File: config.mk
export PLATFORM = sky130hd
export DESIGN_NAME = sdh_irq_status
export DESIGN_NICKNAME = d
export VERILOG_FILES = /design/src/rtl/sdh_irq_pkg.sv /design/src/rtl/sdh_irq_edge.sv /design/src/rtl/sdh_irq_events.sv /design/src/rtl/sdh_irq_sticky.sv /design/src/rtl/sdh_irq_status.sv
export SDC_FILE = /design/constraint.sdc
export NUM_CORES = 1
export LEC_CHECK = 0
export CAP_MARGIN = 20
export CORE_MARGIN = 3
export CORE_UTILIZATION = 37
export CTS_CLUSTER_SIZE = 30
export DETAILED_ROUTE_END_ITERATION = 12
export PLACE_DENSITY = 0.79
export SLEW_MARGIN = 20
export SYNTH_ARGS = -nofsm -noshare
export SYNTH_HDL_FRONTEND = slang
export SYNTH_HIERARCHICAL = 1
export SYNTH_SLANG_ARGS = --single-unit
File: constraint.sdc
create_clock -name clk -period 2.2 [get_ports clk]
set_input_delay 0.44 -clock clk [delete_from_list [all_inputs] [get_ports clk]]
set_output_delay 0.44 -clock clk [all_outputs]
set_load 0.02 [all_outputs]
File: src/rtl/sdh_irq_pkg.sv
package sdh_irq_pkg;
   // flag positions: neighbours decode these
   localparam int unsigned STAT_W    = 7;
   localparam int unsigned BIT_CMD   = 0;
   localparam int unsigned BIT_XFER  = 1;
   localparam int unsigned BIT_GAP   = 2;
   localparam int unsigned BIT_DMA   = 3;
   localparam int unsigned BIT_WRRDY = 4;
   localparam int unsigned BIT_RDRDY = 5;
   localparam int unsigned BIT_CARD  = 6;

   // rising-edge level group
   localparam int unsigned RISE_W    = 3;
   localparam int unsigned RI_CARD   = 0;
   localparam int unsigned RI_RD     = 1;
   localparam int unsigned RI_WR     = 2;

   // falling-edge level group
   localparam int unsigned FALL_W    = 3;
   localparam int unsigned FI_BUSY   = 0;
   localparam int unsigned FI_RDACT  = 1;
   localparam int unsigned FI_WRACT  = 2;
endpackage

File: src/rtl/sdh_irq_edge.sv
module sdh_irq_edge #(
   parameter int unsigned W           = 3,
   parameter bit          DETECT_RISE = 1'b1
) (
   input  logic         clk,
   input  logic         rst_n,
   input  logic [W-1:0] lvl_i,
   output logic [W-1:0] edge_o
);
   if (W < 1) begin : g_bad_w
      $error("sdh_irq_edge: W must be at least 1");
   end

   logic [W-1:0] lvl_q;

   always_ff @(posedge clk or negedge rst_n) begin
      if (!rst_n) lvl_q <= '0;
      else        lvl_q <= lvl_i;
   end

   if (DETECT_RISE) begin : g_rise
      assign edge_o = lvl_i & ~lvl_q;
   end else begin : g_fall
      assign edge_o = ~lvl_i & lvl_q;
   end
endmodule

File: src/rtl/sdh_irq_events.sv
module sdh_irq_events
   import sdh_irq_pkg::*;
(
   input  logic              [RISE_W-1:0] rise_i,
   input  logic              [FALL_W-1:0] fall_i,
   input  logic                           is_write_i,
   input  logic                           gap_req_i,
   input  logic                           cmd_end_i,
   input  logic                           cmd_auto_i,
   input  logic                           cmd_tmo_i,
   input  logic                           dma_ok_i,
   input  logic                           dma_err_i,
   output logic              [STAT_W-1:0] set_req_o
);
   logic gap_edge;
   logic done_edge;

   always_comb begin
      gap_edge  = is_write_i ? fall_i[FI_WRACT] : fall_i[FI_BUSY];
      done_edge = is_write_i ? fall_i[FI_BUSY]  : fall_i[FI_RDACT];

      set_req_o            = '0;
      set_req_o[BIT_CMD]   = cmd_end_i & ~cmd_auto_i & ~cmd_tmo_i;
      set_req_o[BIT_XFER]  = done_edge;
      set_req_o[BIT_GAP]   = gap_req_i & gap_edge;
      set_req_o[BIT_DMA]   = dma_ok_i & ~dma_err_i;
      set_req_o[BIT_WRRDY] = rise_i[RI_WR];
      set_req_o[BIT_RDRDY] = rise_i[RI_RD];
      set_req_o[BIT_CARD]  = rise_i[RI_CARD];
   end
endmodule

File: src/rtl/sdh_irq_sticky.sv
module sdh_irq_sticky #(
   parameter int unsigned W = 7
) (
   input  logic         clk,
   input  logic         rst_n,
   input  logic [W-1:0] set_req_i,
   input  logic [W-1:0] en_i,
   input  logic         clr_we_i,
   input  logic [W-1:0] clr_mask_i,
   output logic [W-1:0] q_o
);
   if (W < 1) begin : g_bad_w
      $error("sdh_irq_sticky: W must be at least 1");
   end

   for (genvar i = 0; i < W; i++) begin : g_bit
      logic hit;
      logic wipe;
      logic q;

      assign hit  = set_req_i[i] & en_i[i];
      assign wipe = clr_we_i & clr_mask_i[i];

      always_ff @(posedge clk or negedge rst_n) begin
         if (!rst_n)    q <= 1'b0;
         else if (hit)  q <= 1'b1;
         else if (wipe) q <= 1'b0;
      end

      assign q_o[i] = q;

      AST_SET_WINS: assert property (@(posedge clk) disable iff (!rst_n)
         (set_req_i[i] && en_i[i]) |=> q_o[i]);
      AST_CLEAR_TAKES: assert property (@(posedge clk) disable iff (!rst_n)
         (clr_we_i && clr_mask_i[i] && !set_req_i[i]) |=> !q_o[i]);
      AST_ZERO_KEEPS: assert property (@(posedge clk) disable iff (!rst_n)
         (q_o[i] && !(clr_we_i && clr_mask_i[i])) |=> q_o[i]);
      AST_ENABLE_GATES: assert property (@(posedge clk) disable iff (!rst_n)
         (!q_o[i] && !en_i[i]) |=> !q_o[i]);
   end
endmodule

File: src/rtl/sdh_irq_status.sv
module sdh_irq_status
   import sdh_irq_pkg::*;
#(
   parameter bit IRQ_REGISTERED = 1'b1
) (
   input  logic              clk,
   input  logic              rst_n,
   input  logic              card_present,
   input  logic              rd_buf_en,
   input  logic              wr_buf_en,
   input  logic              dat_line_act,
   input  logic              rd_xfer_act,
   input  logic              wr_xfer_act,
   input  logic              xfer_is_write,
   input  logic              gap_stop_req,
   input  logic              cmd_resp_end,
   input  logic              cmd_is_auto12,
   input  logic              cmd_timeout,
   input  logic              dma_done_ok,
   input  logic              dma_done_err,
   input  logic [STAT_W-1:0] stat_en,
   input  logic [STAT_W-1:0] sig_en,
   input  logic              clr_we,
   input  logic [STAT_W-1:0] clr_data,
   output logic [STAT_W-1:0] status,
   output logic              irq,
   output logic              dma_fault
);
   if (BIT_CARD != STAT_W - 1) begin : g_bad_map
      $error("sdh_irq_status: card flag must be the top status bit");
   end

   logic [RISE_W-1:0] rise_lvl, rise_evt;
   logic [FALL_W-1:0] fall_lvl, fall_evt;
   logic [STAT_W-1:0] set_req;
   logic              fault_q;

   always_comb begin
      rise_lvl           = '0;
      rise_lvl[RI_CARD]  = card_present;
      rise_lvl[RI_RD]    = rd_buf_en;
      rise_lvl[RI_WR]    = wr_buf_en;
      fall_lvl           = '0;
      fall_lvl[FI_BUSY]  = dat_line_act;
      fall_lvl[FI_RDACT] = rd_xfer_act;
      fall_lvl[FI_WRACT] = wr_xfer_act;
   end

   sdh_irq_edge #(.W(RISE_W), .DETECT_RISE(1'b1)) u_rise (
      .clk(clk), .rst_n(rst_n), .lvl_i(rise_lvl), .edge_o(rise_evt));

   sdh_irq_edge #(.W(FALL_W), .DETECT_RISE(1'b0)) u_fall (
      .clk(clk), .rst_n(rst_n), .lvl_i(fall_lvl), .edge_o(fall_evt));

   sdh_irq_events u_events (
      .rise_i(rise_evt), .fall_i(fall_evt),
      .is_write_i(xfer_is_write), .gap_req_i(gap_stop_req),
      .cmd_end_i(cmd_resp_end), .cmd_auto_i(cmd_is_auto12), .cmd_tmo_i(cmd_timeout),
      .dma_ok_i(dma_done_ok), .dma_err_i(dma_done_err),
      .set_req_o(set_req));

   sdh_irq_sticky #(.W(STAT_W)) u_sticky (
      .clk(clk), .rst_n(rst_n), .set_req_i(set_req), .en_i(stat_en),
      .clr_we_i(clr_we), .clr_mask_i(clr_data), .q_o(status));

   always_ff @(posedge clk or negedge rst_n) begin
      if (!rst_n) fault_q <= 1'b0;
      else        fault_q <= dma_done_err;
   end
   assign dma_fault = fault_q;

   if (IRQ_REGISTERED) begin : g_irq_reg
      logic irq_q;
      always_ff @(posedge clk or negedge rst_n) begin
         if (!rst_n) irq_q <= 1'b0;
         else        irq_q <= |(status & sig_en);
      end
      assign irq = irq_q;

      AST_IRQ_RISES: assert property (@(posedge clk) disable iff (!rst_n)
         (|(status & sig_en)) |=> irq);
      AST_IRQ_FALLS: assert property (@(posedge clk) disable iff (!rst_n)
         !(|(status & sig_en)) |=> !irq);
   end else begin : g_irq_comb
      assign irq = |(status & sig_en);
   end

   AST_TMO_WINS: assert property (@(posedge clk) disable iff (!rst_n)
      (cmd_timeout && !status[BIT_CMD] && !cmd_resp_end) |=> !status[BIT_CMD]);
   AST_TMO_BLOCKS_CMD: assert property (@(posedge clk) disable iff (!rst_n)
      (cmd_resp_end && cmd_timeout && !status[BIT_CMD]) |=> !status[BIT_CMD]);
   AST_AUTO12_SKIP: assert property (@(posedge clk) disable iff (!rst_n)
      (cmd_resp_end && cmd_is_auto12 && !status[BIT_CMD]) |=> !status[BIT_CMD]);
   AST_DMA_ERR_CLEAN: assert property (@(posedge clk) disable iff (!rst_n)
      (dma_done_err && !status[BIT_DMA]) |=> !status[BIT_DMA]);
   AST_DMA_FAULT: assert property (@(posedge clk) disable iff (!rst_n)
      dma_done_err |=> dma_fault);
   AST_GAP_GATED: assert property (@(posedge clk) disable iff (!rst_n)
      (!gap_stop_req && !status[BIT_GAP]) |=> !status[BIT_GAP]);
   AST_CARD_RISE: assert property (@(posedge clk) disable iff (!rst_n)
      (card_present && stat_en[BIT_CARD] && !$past(card_present)) |=> status[BIT_CARD]);
endmodule

# Word-level counts from Yosys, hierarchy flattened
# Index checks and enable logic that the tools add are counted.
[totals]
input_bits = 37
out_inout_bits = 9
ff_bits = 15
[op_classes]
n_bitwise = 26
n_reduce_logical = 8
n_mux = 16
[op_table]
columns = ["cell", "count"]
rows = [
  ["1-bit AND", 18],
  ["1-bit two-way mux", 16],
  ["2-bit nonzero test", 7],
  ["7-bit AND", 1],
  ["7-bit OR reduction", 1],
  ["3-bit AND", 2],
  ["3-bit inverter", 2],
  ["1-bit inverter", 3],
]

# Depth between registers and ports, before layout
[depth]
depth_word = 6
mapped_depth = 4
depth_no_buf = 4

# Hierarchy
# The synthesis kept the hierarchy.
[by_module_without_submodules]
columns = ["mod", "seq_area_each_um2", "instances", "area_each_um2", "cells_each"]
rows = [
  ["sdh_irq_sticky", 175.2, 1, 315.3, 28],
  ["sdh_irq_edge", 75.1, 2, 116.4, 6],
  ["sdh_irq_status", 50.0, 1, 80.1, 6],
  ["sdh_irq_events", 0.0, 1, 75.1, 9],
]

# Worst setup path before layout
# OpenSTA, ideal clock, no wires.
[synth_timing]
path_type = "input to register"
startpoint = "in xfer_is_write"
endpoint = "reg u_sticky.g_bit[1].q"
path_slack_ns = 1.040
path_stages = 3
required_ns = 2.079
arrival_ns = 1.039
path_buffers = 1
cell_sequence = "mux2_4 buf_4 a22o_1"
[synth_via]
elab_chain_cells = 3
[synth_lines]
columns = ["element", "line_no", "text"]
rows = [
  ["from (decl)", "sdh_irq_status.sv:14", "input logic xfer_is_write,"],
  ["1-bit two-way mux (*)", "sdh_irq_events.sv:20", "done_edge = is_write_i ? fall_i[FI_BUSY] : fall_i[FI_RDACT];"],
  ["named net set_req[1]", "sdh_irq_status.sv:35", "logic [STAT_W-1:0] set_req;"],
  ["1-bit AND (*)", "sdh_irq_sticky.sv:21", "assign hit = set_req_i[i] & en_i[i];"],
  ["1-bit two-way mux / 2-bit nonzero test (equally long branches)", "--", ""],
  ["to (signal assigned)", "sdh_irq_sticky.sv:25", "if (!rst_n) q <= 1'b0;"],
  ["to (signal assigned)", "sdh_irq_sticky.sv:26", "else if (hit) q <= 1'b1;"],
  ["to (signal assigned)", "sdh_irq_sticky.sv:27", "else if (wipe) q <= 1'b0;"],
  ["to (decl)", "sdh_irq_sticky.sv:19", "logic q;"],
]
# Mark *: on every way through the listed nets, which the timed path passes. The rest lies on a longest branch.
# A chain may end at the register's enable or synchronous reset.

# Worst setup path in the final report
[layout_timing]
startpoint = "reg u_sticky.g_bit[2].q"
endpoint = "out status[2]"
[layout_rtl]
columns = ["element", "line_no", "text"]
rows = [
  ["from (decl)", "sdh_irq_sticky.sv:19", ""],
  ["from (signal assigned)", "sdh_irq_sticky.sv:25", ""],
  ["from (signal assigned)", "sdh_irq_sticky.sv:26", ""],
  ["from (signal assigned)", "sdh_irq_sticky.sv:27", ""],
  ["to (decl)", "sdh_irq_status.sv:25", "output logic [STAT_W-1:0] status,"],
]
# No word-level cell between the ends.

==> flow_summary.json <==
{
  "drv_cap": 0,
  "synth_ff_type": "dfrtp_1",
  "setup_tns_ns": 0,
  "cts_sinks": 15,
  "stdcell_area_um2": 1129,
  "synth_enable_flop_cells": 0,
  "synthTopCellsByArea": "dfrtp_1 53%, buf_4 12%, nor2b_4 12%, a22o_1 8.7%, nand2_1 3.7%",
  "synth-xor-area-share_pct": 0,
  "pre_cts_ws_ns": 0.5713,
  "syn_inst": 55,
  "cts_tree": "yes",
  "ant_nets": 0,
  "hpwl_um": 1396,
  "setup_viol": 0,
  "cts_root_buf": "clkbuf_4",
  "tightest_slew_ns": 0.6754,
  "dr.first_iter.drc_count": 5,
  "post-route-period-util_pct": 79.51,
  "cp.arrival_ns": 1.31,
  "grt_pass1_wl_um": 2766,
  "drive_gt1_share_pct": 10.75,
  "synth_most_common_cell": "dfrtp_1",
  "cp_cell_sequence": "clkdlybuf4s50_1",
  "io_buffers": 45,
  "post_drt_wl_per_cell_um": 14.36,
  "cts_resized": 0,
  "critPathCaptureType": "primary output",
  "synth_compound_area_share_pct": 12.28,
  "drcViolationCount": 0,
  "cp_slowest_cell": "clkdlybuf4s50_1",
  "cp-start-kind": "flop",
  "fin_crit_ns": 1.749,
  "synth_top_family_by_area": "simple AND/OR/NAND/NOR gates",
  "ctsHtreeMaxLevel": 1,
  "yosys_warnings": 6,
  "setup_ws_ns": 0.4508,
  "yosys.cell_types.count": 12,
  "finalHoldViolCount": 0,
  "status": "finished clean",
  "totalWireLength_um": 1694,
  "peakVddDrop_uv": 335.8,
  "ios": 46,
  "insertion_delay_ns": 0.28,
  "relSlewSlack_pct": 54.83,
  "netlist_top_cells_count": "15 x dfrtp_1, 11 x buf_4, 7 x a22o_1, 7 x nand2_1, 6 x nor2b_4",
  "final_util_pct": 63.97,
  "cp.required_ns": 1.76,
  "core_area_um2": 1764,
  "postCtsHoldBufs": 0,
  "rows": 15,
  "hold_path.class": "reg2reg",
  "synth_simple_gate_area_share_pct": 19.04,
  "rsz0062_at_grt": "no",
  "clk_pin_slew_ns": 0.09,
  "skew_ns": 0.009356,
  "grt_pass1_vias": 589,
  "grt_max_degree": 16,
  "ys_ff_latch": 15,
  "synthArstFlopShare_pct": 100.0,
  "crit_type": "reg2out",
  "post_cts_buffers": 0,
  "worstPathMaxFanout": 3,
  "avgSynthCellArea_um2": 12.78,
  "cpPeakStageDelay_ns": 0.64,
  "fillerInstances": 160,
  "grt_overflow": 0,
  "routabilityCongestion": 0.6619,
  "cts_made_buffers": 3,
  "path_buf_inv": 1,
  "antenna_cells": 0,
  "die_h_um": 49.60,
  "vias_per_cell": 4.559,
  "synth_nets": 92,
  "power.density_nw_per_um2": 582.3,
  "first_pass_iters": 4,
  "slew_viol_final": 0,
  "synth_mux_area_share_pct": 3.559,
  "synthAdderAreaFrac_pct": 0,
  "die_area_um2": 2460,
  "grt_usage_pct": 15.46,
  "yosysSeqAreaShare_pct": 53.38,
  "syn_area_um2": 703.2,
  "yosysTopAreaCell": "dfrtp_1",
  "power.leakage_uw": 0.0004861,
  "place_area_um2": 1102,
  "critPathTopFamily": "buffers and inverters",
  "antenna_found_initial": 0,
  "start_util_pct": 39.86,
  "die_x_um": 49.60,
  "vias": 538,
  "nets": 131,
  "max_clock_freq_ghz": 0.5717,
  "area_growth_syn_to_layout_pct": 60.50,
  "yosysTopAreaCellShare_pct": 53.38,
  "cts.path.max_buffers": 2
}
[where the power goes]
part | switching [uW] | total, uW | internal (uW)
Clock | 83.3 | 154 | 70.3
Combinational | 66.0 | 185 | 119
Sequential | 17.1 | 318 | 301
[placed cells by master (no fill, tap or decap)]
| master | n |
|---|---|
| a22o_1 | 7 |
| nor2b_1 | 2 |
| nand3_1 | 1 |
| nand2_1 | 7 |
| nor3b_1 | 1 |
| dfrtp_1 | 15 |
| a22oi_1 | 2 |
| mux2_4 | 1 |
| a222oi_1 | 1 |
| nor2b_4 | 6 |
| clkbuf_1 | 1 |
| mux2i_1 | 1 |
| clkdlybuf4s50_1 | 45 |
| clkbuf_4 | 3 |
[layout make-up]
type / instances / area [um^2] / share of cell area (%)
Clock buffer: 4 / 26.28 / 2.328
Multi-Input combinational cell: 29 / 245.2 / 21.73
Sequential cell: 15 / 375.4 / 33.26
Tap cell: 25 / 31.28 / 2.772
Timing Repair Buffer: 45 / 450.4 / 39.91
[through the flow]
stage                     hold slack [ns]  power (uW)  instances
after floorplan                    0.1444       414.7         55
after global placement             0.5120       507.5        114
after detailed placement           0.5127       511.6        114
after CTS                          0.5334       667.3        118
after global routing               0.5440       697.1        118
final                              0.5300       657.2        118
[logic make-up (layout without fill, tap and decap cells)]
logic type,count (synthesis),after routing
multiplexers,2,2
buffers and inverters,11,49
AO/OA/AOI/OAI,10,10
flip-flops,15,15
AND/OR/NAND/NOR,17,17
[sequential cells by signal, indices dropped and copies added (netlist names)]
| signal | cells |
|---|---|
| dma_fault | 1 |
| u_sticky/g_bit.q | 7 |
| u_fall/lvl_q | 3 |
| irq | 1 |
| u_rise/lvl_q | 3 |
[worst paths after layout]
path / slack, ns / startpoint / to / depth (start not counted)
min: 0.53 / u_sticky/g_bit[1].q$_DFFE_PN0P_ / u_sticky/g_bit[1].q$_DFFE_PN0P_ / 1
max reg2reg: 1.13 / u_fall/lvl_q[1]$_DFF_PN0_ / u_sticky/g_bit[1].q$_DFFE_PN0P_ / 3
min reg2reg: 0.53 / u_sticky/g_bit[1].q$_DFFE_PN0P_ / u_sticky/g_bit[1].q$_DFFE_PN0P_ / 1
max: 0.45 / u_sticky/g_bit[2].q$_DFFE_PN0P_ / status[2] / 1
min in group asynchronous: 0.56 / rst_n / u_fall/lvl_q[1]$_DFF_PN0_ / 1
max in group asynchronous: 1.20 / rst_n / u_sticky/g_bit[6].q$_DFFE_PN0P_ / 1
[per-layer routing]
layer | track usage (%) | wire (um)
met5 | 0 | 0
met4 | 12.90 | 85
met3 | 5.740 | 147
met2 | 24.67 | 823
met1 | 15.93 | 637
Power figures use the tool's default switching activity.
